--- src/rtl/pio_pkg.sv ---
// Shared types for the parallel port register file.
// Assumes an 8-bit host bus; the configuration packs one direction flag
// per port or half plus the group mode fields kept for read-back.
package pio_pkg;

    typedef struct packed {
        logic       a_in;    // port A is input
        logic       b_in;    // port B is input
        logic       cu_in;   // port C upper half is input
        logic       cl_in;   // port C lower half is input
        logic [1:0] ga_mode; // group A mode field (read-back only)
        logic       gb_mode; // group B mode field (read-back only)
    } pio_cfg_t;

    localparam logic [1:0] ADDR_PA   = 2'd0;
    localparam logic [1:0] ADDR_PB   = 2'd1;
    localparam logic [1:0] ADDR_PC   = 2'd2;
    localparam logic [1:0] ADDR_CTRL = 2'd3;

    localparam pio_cfg_t CFG_RESET = '{a_in: 1'b1, b_in: 1'b1, cu_in: 1'b1,
                                       cl_in: 1'b1, ga_mode: 2'b00, gb_mode: 1'b0};

endpackage

--- src/rtl/pio_ctrl.sv ---
// Control register decoder.
// Splits a control write into a mode word (bit 7 set) or a port C bit
// command (bit 7 clear) and holds the direction configuration.
// Assumes DATA_W = 8, so the bit index occupies bits IDX_W:1.
module pio_ctrl
    import pio_pkg::*;
#(
    parameter int DATA_W = 8,
    localparam int IDX_W = $clog2(DATA_W)
) (
    input  logic              clk,
    input  logic              rst_n,
    input  logic              ctrl_wr,
    input  logic [DATA_W-1:0] wdata,
    output pio_cfg_t          cfg,
    output logic              mode_load,
    output logic              bsr_en,
    output logic [IDX_W-1:0]  bsr_idx,
    output logic              bsr_val
);

    // Classify the control write by its top bit.
    always_comb begin
        mode_load = ctrl_wr &  wdata[DATA_W-1];
        bsr_en    = ctrl_wr & ~wdata[DATA_W-1];
        bsr_idx   = wdata[IDX_W:1];
        bsr_val   = wdata[0];
    end

    // Hold the configuration; only a mode word replaces it.
    always_ff @(posedge clk) begin
        if (!rst_n) begin
            cfg <= CFG_RESET;
        end else if (mode_load) begin
            cfg.a_in    <= wdata[4];
            cfg.cu_in   <= wdata[3];
            cfg.b_in    <= wdata[1];
            cfg.cl_in   <= wdata[0];
            cfg.ga_mode <= wdata[6:5];
            cfg.gb_mode <= wdata[2];
        end
    end

endmodule

--- src/rtl/pio_latch.sv ---
// Output latch with per-bit load mask and synchronous clear.
// Assumes clear and load are never meant to act together; clear wins.
module pio_latch #(
    parameter int W = 8
) (
    input  logic         clk,
    input  logic         rst_n,
    input  logic         clr,
    input  logic         ld,
    input  logic [W-1:0] mask,
    input  logic [W-1:0] d,
    output logic [W-1:0] q
);

    // Update only the masked bits on a load; clear on reset or clr.
    always_ff @(posedge clk) begin
        if (!rst_n) begin
            q <= '0;
        end else if (clr) begin
            q <= '0;
        end else if (ld) begin
            q <= (q & ~mask) | (d & mask);
        end
    end

endmodule

--- src/rtl/pio_rdmux.sv ---
// Read data selector.
// Output ports read back their latch, input ports read the live pins,
// and the control address returns the stored mode word.
// Purely combinational; assumes pins are already synchronous to clk.
module pio_rdmux
    import pio_pkg::*;
#(
    parameter int DATA_W = 8,
    localparam int HALF_W = DATA_W / 2
) (
    input  logic              rd_en,
    input  logic [1:0]        addr,
    input  pio_cfg_t          cfg,
    input  logic [DATA_W-1:0] pa_q,
    input  logic [DATA_W-1:0] pb_q,
    input  logic [DATA_W-1:0] pc_q,
    input  logic [DATA_W-1:0] pa_pin,
    input  logic [DATA_W-1:0] pb_pin,
    input  logic [DATA_W-1:0] pc_pin,
    output logic [DATA_W-1:0] rdata,
    output logic              rdata_oe
);

    // Pick the read source for the addressed register.
    always_comb begin
        rdata    = '0;
        rdata_oe = rd_en;
        if (rd_en) begin
            case (addr)
                ADDR_PA: rdata = cfg.a_in ? pa_pin : pa_q;
                ADDR_PB: rdata = cfg.b_in ? pb_pin : pb_q;
                ADDR_PC: rdata = {cfg.cu_in ? pc_pin[DATA_W-1:HALF_W] : pc_q[DATA_W-1:HALF_W],
                                  cfg.cl_in ? pc_pin[HALF_W-1:0]      : pc_q[HALF_W-1:0]};
                default: rdata = {1'b1, cfg.ga_mode, cfg.a_in, cfg.cu_in,
                                  cfg.gb_mode, cfg.b_in, cfg.cl_in};
            endcase
        end
    end

endmodule

--- src/rtl/pio_regfile.sv ---
// Parallel port register file (top).
// Decodes host accesses, owns the three port latches and drives the
// per-port enables from the direction configuration.
// Assumes a synchronous host bus sampled on the rising clock edge.
module pio_regfile
    import pio_pkg::*;
#(
    parameter int DATA_W = 8,
    localparam int HALF_W = DATA_W / 2,
    localparam int IDX_W  = $clog2(DATA_W)
) (
    input  logic              clk,
    input  logic              rst_n,
    input  logic              bus_sel,
    input  logic              bus_rd,
    input  logic              bus_wr,
    input  logic [1:0]        bus_addr,
    input  logic [DATA_W-1:0] bus_wdata,
    output logic [DATA_W-1:0] bus_rdata,
    output logic              bus_rdata_oe,
    input  logic [DATA_W-1:0] pa_pin,
    output logic [DATA_W-1:0] pa_drv,
    output logic              pa_oe,
    input  logic [DATA_W-1:0] pb_pin,
    output logic [DATA_W-1:0] pb_drv,
    output logic              pb_oe,
    input  logic [DATA_W-1:0] pc_pin,
    output logic [DATA_W-1:0] pc_drv,
    output logic [DATA_W-1:0] pc_oe
);

    pio_cfg_t          cfg;
    logic              wr_hit, wr_a, wr_b, wr_c, wr_ctrl;
    logic              mode_load, bsr_en, bsr_val;
    logic [IDX_W-1:0]  bsr_idx;
    logic [DATA_W-1:0] bsr_onehot;

    // Decode the addressed write target.
    always_comb begin
        wr_hit  = bus_sel & bus_wr;
        wr_a    = wr_hit & (bus_addr == ADDR_PA);
        wr_b    = wr_hit & (bus_addr == ADDR_PB);
        wr_c    = wr_hit & (bus_addr == ADDR_PC);
        wr_ctrl = wr_hit & (bus_addr == ADDR_CTRL);
    end

    pio_ctrl #(.DATA_W(DATA_W)) u_ctrl (
        .clk       (clk),
        .rst_n     (rst_n),
        .ctrl_wr   (wr_ctrl),
        .wdata     (bus_wdata),
        .cfg       (cfg),
        .mode_load (mode_load),
        .bsr_en    (bsr_en),
        .bsr_idx   (bsr_idx),
        .bsr_val   (bsr_val)
    );

    assign bsr_onehot = {{(DATA_W-1){1'b0}}, 1'b1} << bsr_idx;

    pio_latch #(.W(DATA_W)) u_pa (
        .clk   (clk),
        .rst_n (rst_n),
        .clr   (mode_load),
        .ld    (wr_a & ~cfg.a_in),
        .mask  ({DATA_W{1'b1}}),
        .d     (bus_wdata),
        .q     (pa_drv)
    );

    pio_latch #(.W(DATA_W)) u_pb (
        .clk   (clk),
        .rst_n (rst_n),
        .clr   (mode_load),
        .ld    (wr_b & ~cfg.b_in),
        .mask  ({DATA_W{1'b1}}),
        .d     (bus_wdata),
        .q     (pb_drv)
    );

    assign pa_oe = ~cfg.a_in;
    assign pb_oe = ~cfg.b_in;

    // One latch per port C half; each half is gated by its own direction.
    for (genvar h = 0; h < 2; h++) begin : g_pc_half
        localparam int LO = h * HALF_W;
        logic              half_out;
        logic [HALF_W-1:0] half_mask;
        logic [HALF_W-1:0] half_d;

        assign half_out  = (h == 1) ? ~cfg.cu_in : ~cfg.cl_in;
        assign half_mask = wr_c   ? {HALF_W{1'b1}}
                         : bsr_en ? bsr_onehot[LO +: HALF_W]
                         :          {HALF_W{1'b0}};
        assign half_d    = wr_c ? bus_wdata[LO +: HALF_W] : {HALF_W{bsr_val}};

        pio_latch #(.W(HALF_W)) u_pc (
            .clk   (clk),
            .rst_n (rst_n),
            .clr   (mode_load),
            .ld    (half_out & (wr_c | bsr_en)),
            .mask  (half_mask),
            .d     (half_d),
            .q     (pc_drv[LO +: HALF_W])
        );

        assign pc_oe[LO +: HALF_W] = {HALF_W{half_out}};
    end

    pio_rdmux #(.DATA_W(DATA_W)) u_rdmux (
        .rd_en    (bus_sel & bus_rd),
        .addr     (bus_addr),
        .cfg      (cfg),
        .pa_q     (pa_drv),
        .pb_q     (pb_drv),
        .pc_q     (pc_drv),
        .pa_pin   (pa_pin),
        .pb_pin   (pb_pin),
        .pc_pin   (pc_pin),
        .rdata    (bus_rdata),
        .rdata_oe (bus_rdata_oe)
    );

endmodule

--- config.mk ---
export PLATFORM = sky130hd
export DESIGN_NAME = pio_regfile
export DESIGN_NICKNAME = d
export VERILOG_FILES = /design/src/rtl/pio_pkg.sv /design/src/rtl/pio_ctrl.sv /design/src/rtl/pio_latch.sv /design/src/rtl/pio_rdmux.sv /design/src/rtl/pio_regfile.sv
export SDC_FILE = /design/constraint.sdc
export NUM_CORES = 1
export LEC_CHECK = 0
export ABC_CLOCK_PERIOD_IN_PS = 3450
export CAP_MARGIN = 15
export CORE_AREA = 2 2 72 74
export DETAILED_ROUTE_END_ITERATION = 6
export DIE_AREA = 0 0 74 76
export GPL_TIMING_DRIVEN = 0
export PLACE_DENSITY = 0.89
export SYNTH_ARGS = -nofsm -noshare
export SYNTH_HDL_FRONTEND = slang
export SYNTH_HIERARCHICAL = 1
export SYNTH_SLANG_ARGS = --single-unit
--- constraint.sdc ---
create_clock -name clk -period 3.45 [get_ports clk]
set_input_delay 0.8625 -clock clk [delete_from_list [all_inputs] [get_ports clk]]
set_output_delay 0.8625 -clock clk [all_outputs]
set_load 0.05 [all_outputs]
After elaboration in Yosys (flattened, before gate mapping):

Index checks and enable logic that the tools add are counted.

* mux-type cells: 12
* bitwise operators: 27
* reduce and logical (&&, ||, !) cells: 2
* shifts and indexed selects: 1
* eq/ne operators: 3

Operators with widths (count)
* 4-bit 2-to-1 mux: 8
* 8-bit 2-to-1 mux: 3
* 8-bit case mux with 3 select lines: 1
* 4-bit bitwise AND: 4
* 1-bit bitwise AND: 12
* 4-bit NOT: 2
* 4-bit bitwise OR: 2
* 1-bit by 3-bit << shifter with 8-bit output, first input constant: 1
* 1-bit NOT: 6
* 2-bit equality test, second input constant: 2
* 2-bit by 1-bit equality test with 1-bit output, second input constant: 1
* 2-bit logical NOT: 1
* 2-bit OR reduction: 1
* 1-bit bitwise OR: 1

* bits of input ports: 39
* word-level logic and storage cells: 55
* output and inout port bits: 43
* bits in registers: 31

Depth between registers and ports, before layout:

* depth after elaboration: 8
* mapped depth: 9
* mapped depth without buffers: 7

Modules after synthesis:

Netlist, hierarchy kept.

Modules (own cells, without submodules)
* pio_latch at u_pa ...: sequential area each 160.2 um^2, area an instance 364.1 um^2, times used 2, cells each 36
* pio_rdmux: sequential area each 0.0 um^2, area an instance 506.7 um^2, times used 1, cells each 64
* pio_ctrl: sequential area each 140.1 um^2, area an instance 361.6 um^2, times used 1, cells each 38
* pio_latch at g_pc_half[0].u_pc ...: sequential area each 80.1 um^2, area an instance 177.7 um^2, times used 2, cells each 18
* pio_regfile: sequential area each 0.0 um^2, area an instance 322.8 um^2, times used 1, cells each 46

Worst setup path after synthesis:

No wires, ideal clock.

* kind: input to output
* from: input port bus_addr[1]
* to: output port bus_rdata[6]
* buffers on the path: 1
* setup slack: 0.448 ns
* cell stages on the path: 4
* data arrival time: 2.139 ns
* data required time: 2.588 ns
* cell sequence: or2_1 -> buf_6 -> o22a_1 -> a21oi_1

* longest elaborated chain between the ends: 3
* elaborated cells on any way between the ends: 5
* those cells by class: eq/ne: 2; mux: 2; reduce/logical: 1

Ends and longest elaborated chain
* from (decl): RTL line pio_regfile.sv:17 `input logic [1:0] bus_addr,`
* 2-bit equality test, or another cell as far along: RTL line pio_rdmux.sv:29 `case (addr)`
* 8-bit case mux with 3 select lines (*): RTL line pio_rdmux.sv:29
* 8-bit 2-to-1 mux (*): RTL line pio_rdmux.sv:28 `if (rd_en) begin`
* to (decl): RTL line pio_regfile.sv:19 `output logic [DATA_W-1:0] bus_rdata,`

Mark *: on every way between the ends. The rest lies on a longest branch, timed or not.

Final worst setup path:

* from: input port bus_sel
* to: output port bus_rdata[1]

* longest elaborated chain between the ends: 2

Ends and longest elaborated chain
* from (decl): RTL line pio_regfile.sv:14 `input logic bus_sel,`
* 1-bit bitwise AND: RTL line pio_regfile.sv:111 `.rd_en (bus_sel & bus_rd),`
* 8-bit 2-to-1 mux: RTL line pio_rdmux.sv:28

Every way passes these cells.

==> metrics.md <==
| Metric | Value |
|---|---|
| Leading cell types by total area after synthesis | sky130_fd_sc_hd__dfxtp_1 (27%), sky130_fd_sc_hd__mux2_2 (7.9%), sky130_fd_sc_hd__mux2i_1 (7.5%) |
| Gate Count Post-Synth | 256 |
| Warnings, synthesis | 6 |
| Clock sink count | 31 |
| Filler Cells Inserted | 395 |
| GR Util met3 | 0.0661 |
| Global-route met1 utilization | 0.302 |
| Antenna violations before repair | 0 |
| Clock buffers created by TritonCTS | 5 |
| Area growth from synthesis to layout | 49.4% |
| Worst vdd ir | 237 uV |
| Final Slew Violations | 0 |
| Type of origin of the critical path | input pin |
| Fraction of layout instances using a drive strength above 1 | 0.231 |
| Slew Limit Headroom | 0.663 |
| Power Density | 275 nW/um^2 |
| Post-synthesis cell area | 2270 um^2 |
| Largest fanout on the critical path | 9 |
| Antenna fix cells | 0 |
| Min-delay worst type | reg2reg |
| Routed Wire Length | 6600 um |
| Leak | 1.50 nW |
| Final routed DRC violation total | 0 |
| Antenna Nets Post-Route | 0 |
| CP startpoint | bus_sel |
| DP Worst Slack | -0.516 ns |
| Net count of the finished layout | 414 |
| Mean area per synthesized cell | 8.89 um^2 |
| Total global routing overflow | 0 |
| Hold Vio Cnt, Final | 0 |
| End of the critical path | bus_rdata[1] |
| CP arrival | 2.38 ns |
| Area fraction of the dominant cell type after synthesis | 0.273 |
| Core Footprint | 4910 um^2 |
| Worst setup slack after layout | 0.205 ns |
| Predominant post-synthesis flop cell | sky130_fd_sc_hd__dfxtp_1 |
| Final setup violation count | 0 |
| Global-route total usage across every layer | 0.247 |
| Total number of placement rows | 26 |
| Final GP Congestion | 0.898 |
| Total die area | 5620 um^2 |
| Placement Cell Area | 3290 um^2 |
| Number of vias per cell | 5.01 |
| Async set or reset register ratio after synthesis | 0 |
| Required time of the worst setup path | 2.59 ns |
| Count of buffers inserted at the top-level ports | 81 |
| Result of the run | finished, final reports clean |
| Type of the setup path with the least slack | in2out |
| Most used routing layer | met2 |
| Worst r2r src | u_ctrl/cfg[6] |
| First-pass DRT Iterations | 4 |
| Layout Skew | 0.00397 ns |
| Final cycle utilization of the critical path | 0.941 |
| Wire length per cell after detailed routing | 14.8 um |
| Worst hold path depth | 2 |
| R2R depth | 5 |
| Top-Level Pins | 82 |
| Reg-to-reg slack, setup | 2.11 ns |
| Distinct cells, synth | 34 |
| Part of the Yosys area used for sequential elements | 0.273 |
| Minimum clock period after layout | 3.25 ns |
| Post-route cell area | 3400 um^2 |
| TritonCTS clock tree | yes |
| Global-route wire length before repair | 10600 um |
| Number of maximum-capacitance constraint violations | 0 |
| Cell with the most instances after synthesis | sky130_fd_sc_hd__dfxtp_1 |
| Via count of the first global-routing pass | 2135 |
| Buffer depth of the longest clock path | 2 |
| Vertical die dimension | 76 um |
| Clock edge transition at the registers on the reported setup and hold paths | 0.07 ns |
| Met2 track demand over resource in global routing | 0.404 |
| Number of H-tree branching levels | 2 |
| Starting utilization of the core area | 0.463 |
| CTS Hold Bufs | 0 |
| Largest area contributor in the synthesized netlist | sky130_fd_sc_hd__dfxtp_1 |
| Number of flip-flops and latches in the synthesized netlist | 31 |
| Leading cell types by count after synthesis | sky130_fd_sc_hd__dfxtp_1 (31), sky130_fd_sc_hd__a21oi_1 (29), sky130_fd_sc_hd__nand3_1 (29) |
| FMAX | 0.308 GHz |
| Overall die width | 74 um |
| CTS Root Cell | sky130_fd_sc_hd__clkbuf_8 |
| Worst skew pair latency | 0.29 ns |
| Detailed Place HPWL | 4970 um |
| Unrepaired setup endpoints after global routing | no |
| Vias | 2233 |
| Critical path endpoint category | primary output |
| Maximum number of pins on one net before global-route repair | 12 |
| Transition time at the pin with the least slew margin | 0.504 ns |
| EDFF count, synth | 0 |
| 1st-iter DRT viols | 100 |
worst min path at each step:
stage          slack [ns]     startpoint       endpoint
5_1_grt              0.49  u_ctrl/cfg[1]  u_ctrl/cfg[1]
4_1_cts              0.47  u_ctrl/cfg[2]  u_ctrl/cfg[2]
3_3_place_gp         0.46  u_ctrl/cfg[2]  u_ctrl/cfg[2]
6_report             0.47  u_ctrl/cfg[2]  u_ctrl/cfg[2]
2_1_floorplan        0.44  u_ctrl/cfg[0]  u_ctrl/cfg[0]
3_5_place_dp         0.46  u_ctrl/cfg[2]  u_ctrl/cfg[2]
power by group:
| part | switching (mW) | internal, mW |
|---|---|---|
| sequential | 0.00216 | 0.359 |
| clock | 0.144 | 0.233 |
| combinational | 0.104 | 0.0899 |
cell families (layout without fill, tap and decap cells):
group / count (synthesis) / after routing / synth area share
flops: 31 / 31 / 0.273
compound gates: 94 / 94 / 0.300
other cells: 1 / 32 / 0.00165
simple gates: 56 / 56 / 0.138
buf+inv: 41 / 130 / 0.133
mux: 33 / 33 / 0.154
per-stage QoR:
step | hold WS, ns | utilization | total power [mW] | TNS (ns) | instances
5_1_grt | 0.488 | 0.692 | 0.964 | 0 | 446
3_3_place_gp | 0.456 | 0.670 | 0.561 | -3.38 | 438
2_1_floorplan | 0.436 | - | 0.475 | 0 | 287
3_5_place_dp | 0.460 | 0.670 | 0.564 | -3.55 | 438
4_1_cts | 0.470 | 0.693 | 0.942 | -0.180 | 446
6_report | 0.470 | 0.692 | 0.934 | 0 | 446
routing by layer:
metal | routed length, um | part of all wire | up-vias
met5 | 0 | 0 | -
met4 | 134 | 0.020 | 0
met3 | 388 | 0.059 | 13
met2 | 3290 | 0.50 | 75
met1 | 2790 | 0.42 | 1023
li1 | - | - | 1122
area by class of cell:
cell class,instances,area [um^2],area share
buffer,31,267,0.0784
multi-input combinational,215,1470,0.432
tap,70,87.6,0.0258
timing repair buffer,81,800,0.235
sequential,31,621,0.183
inverter,10,37.5,0.0110
clock inverter,2,35.0,0.0103
clock buffer,6,82.6,0.0243
critical path, cell delays in order:
cell	delay, ns
sky130_fd_sc_hd__clkdlybuf4s50_1	0.58
sky130_fd_sc_hd__and2_2	0.28
sky130_fd_sc_hd__o21ai_0	0.12
sky130_fd_sc_hd__a21oi_1	0.15
sky130_fd_sc_hd__clkdlybuf4s15_2	0.39
timing repair:
item,CTS,global route
hold endpoints to repair,0,0
setup buffers,0,0
endpoints found under the setup margin,9,8
resized for setup,24,9
cell usage in the layout, fill, tap and decap left out, types with 2 or more instances in the layout:
master,synthesis,final
sky130_fd_sc_hd__clkdlybuf4s50_1,0,70
sky130_fd_sc_hd__conb_1,1,32
sky130_fd_sc_hd__dfxtp_1,31,31
sky130_fd_sc_hd__nand3_1,29,29
sky130_fd_sc_hd__a21oi_1,29,29
sky130_fd_sc_hd__o21ai_0,20,20
sky130_fd_sc_hd__mux2i_1,17,17
sky130_fd_sc_hd__mux2_2,16,16
sky130_fd_sc_hd__buf_4,15,15
sky130_fd_sc_hd__a21bo_1,12,12
sky130_fd_sc_hd__a21bo_2,12,12
sky130_fd_sc_hd__inv_1,10,10
sky130_fd_sc_hd__buf_6,9,9
sky130_fd_sc_hd__nand2b_1,8,8
sky130_fd_sc_hd__nand2_1,7,7
sky130_fd_sc_hd__clkbuf_8,0,6
sky130_fd_sc_hd__o22a_1,6,6
sky130_fd_sc_hd__clkbuf_2,2,5
sky130_fd_sc_hd__clkdlybuf4s15_2,0,4
sky130_fd_sc_hd__o211ai_2,4,4
sky130_fd_sc_hd__a21oi_2,4,4
sky130_fd_sc_hd__nand4_1,3,3
sky130_fd_sc_hd__o21ai_2,3,3
sky130_fd_sc_hd__o31ai_1,2,2
sky130_fd_sc_hd__dlymetal6s2s_1,0,2
sky130_fd_sc_hd__buf_2,0,2
sky130_fd_sc_hd__buf_8,2,2
sky130_fd_sc_hd__clkbuf_1,3,2
(Power assumes the default switching activity.)
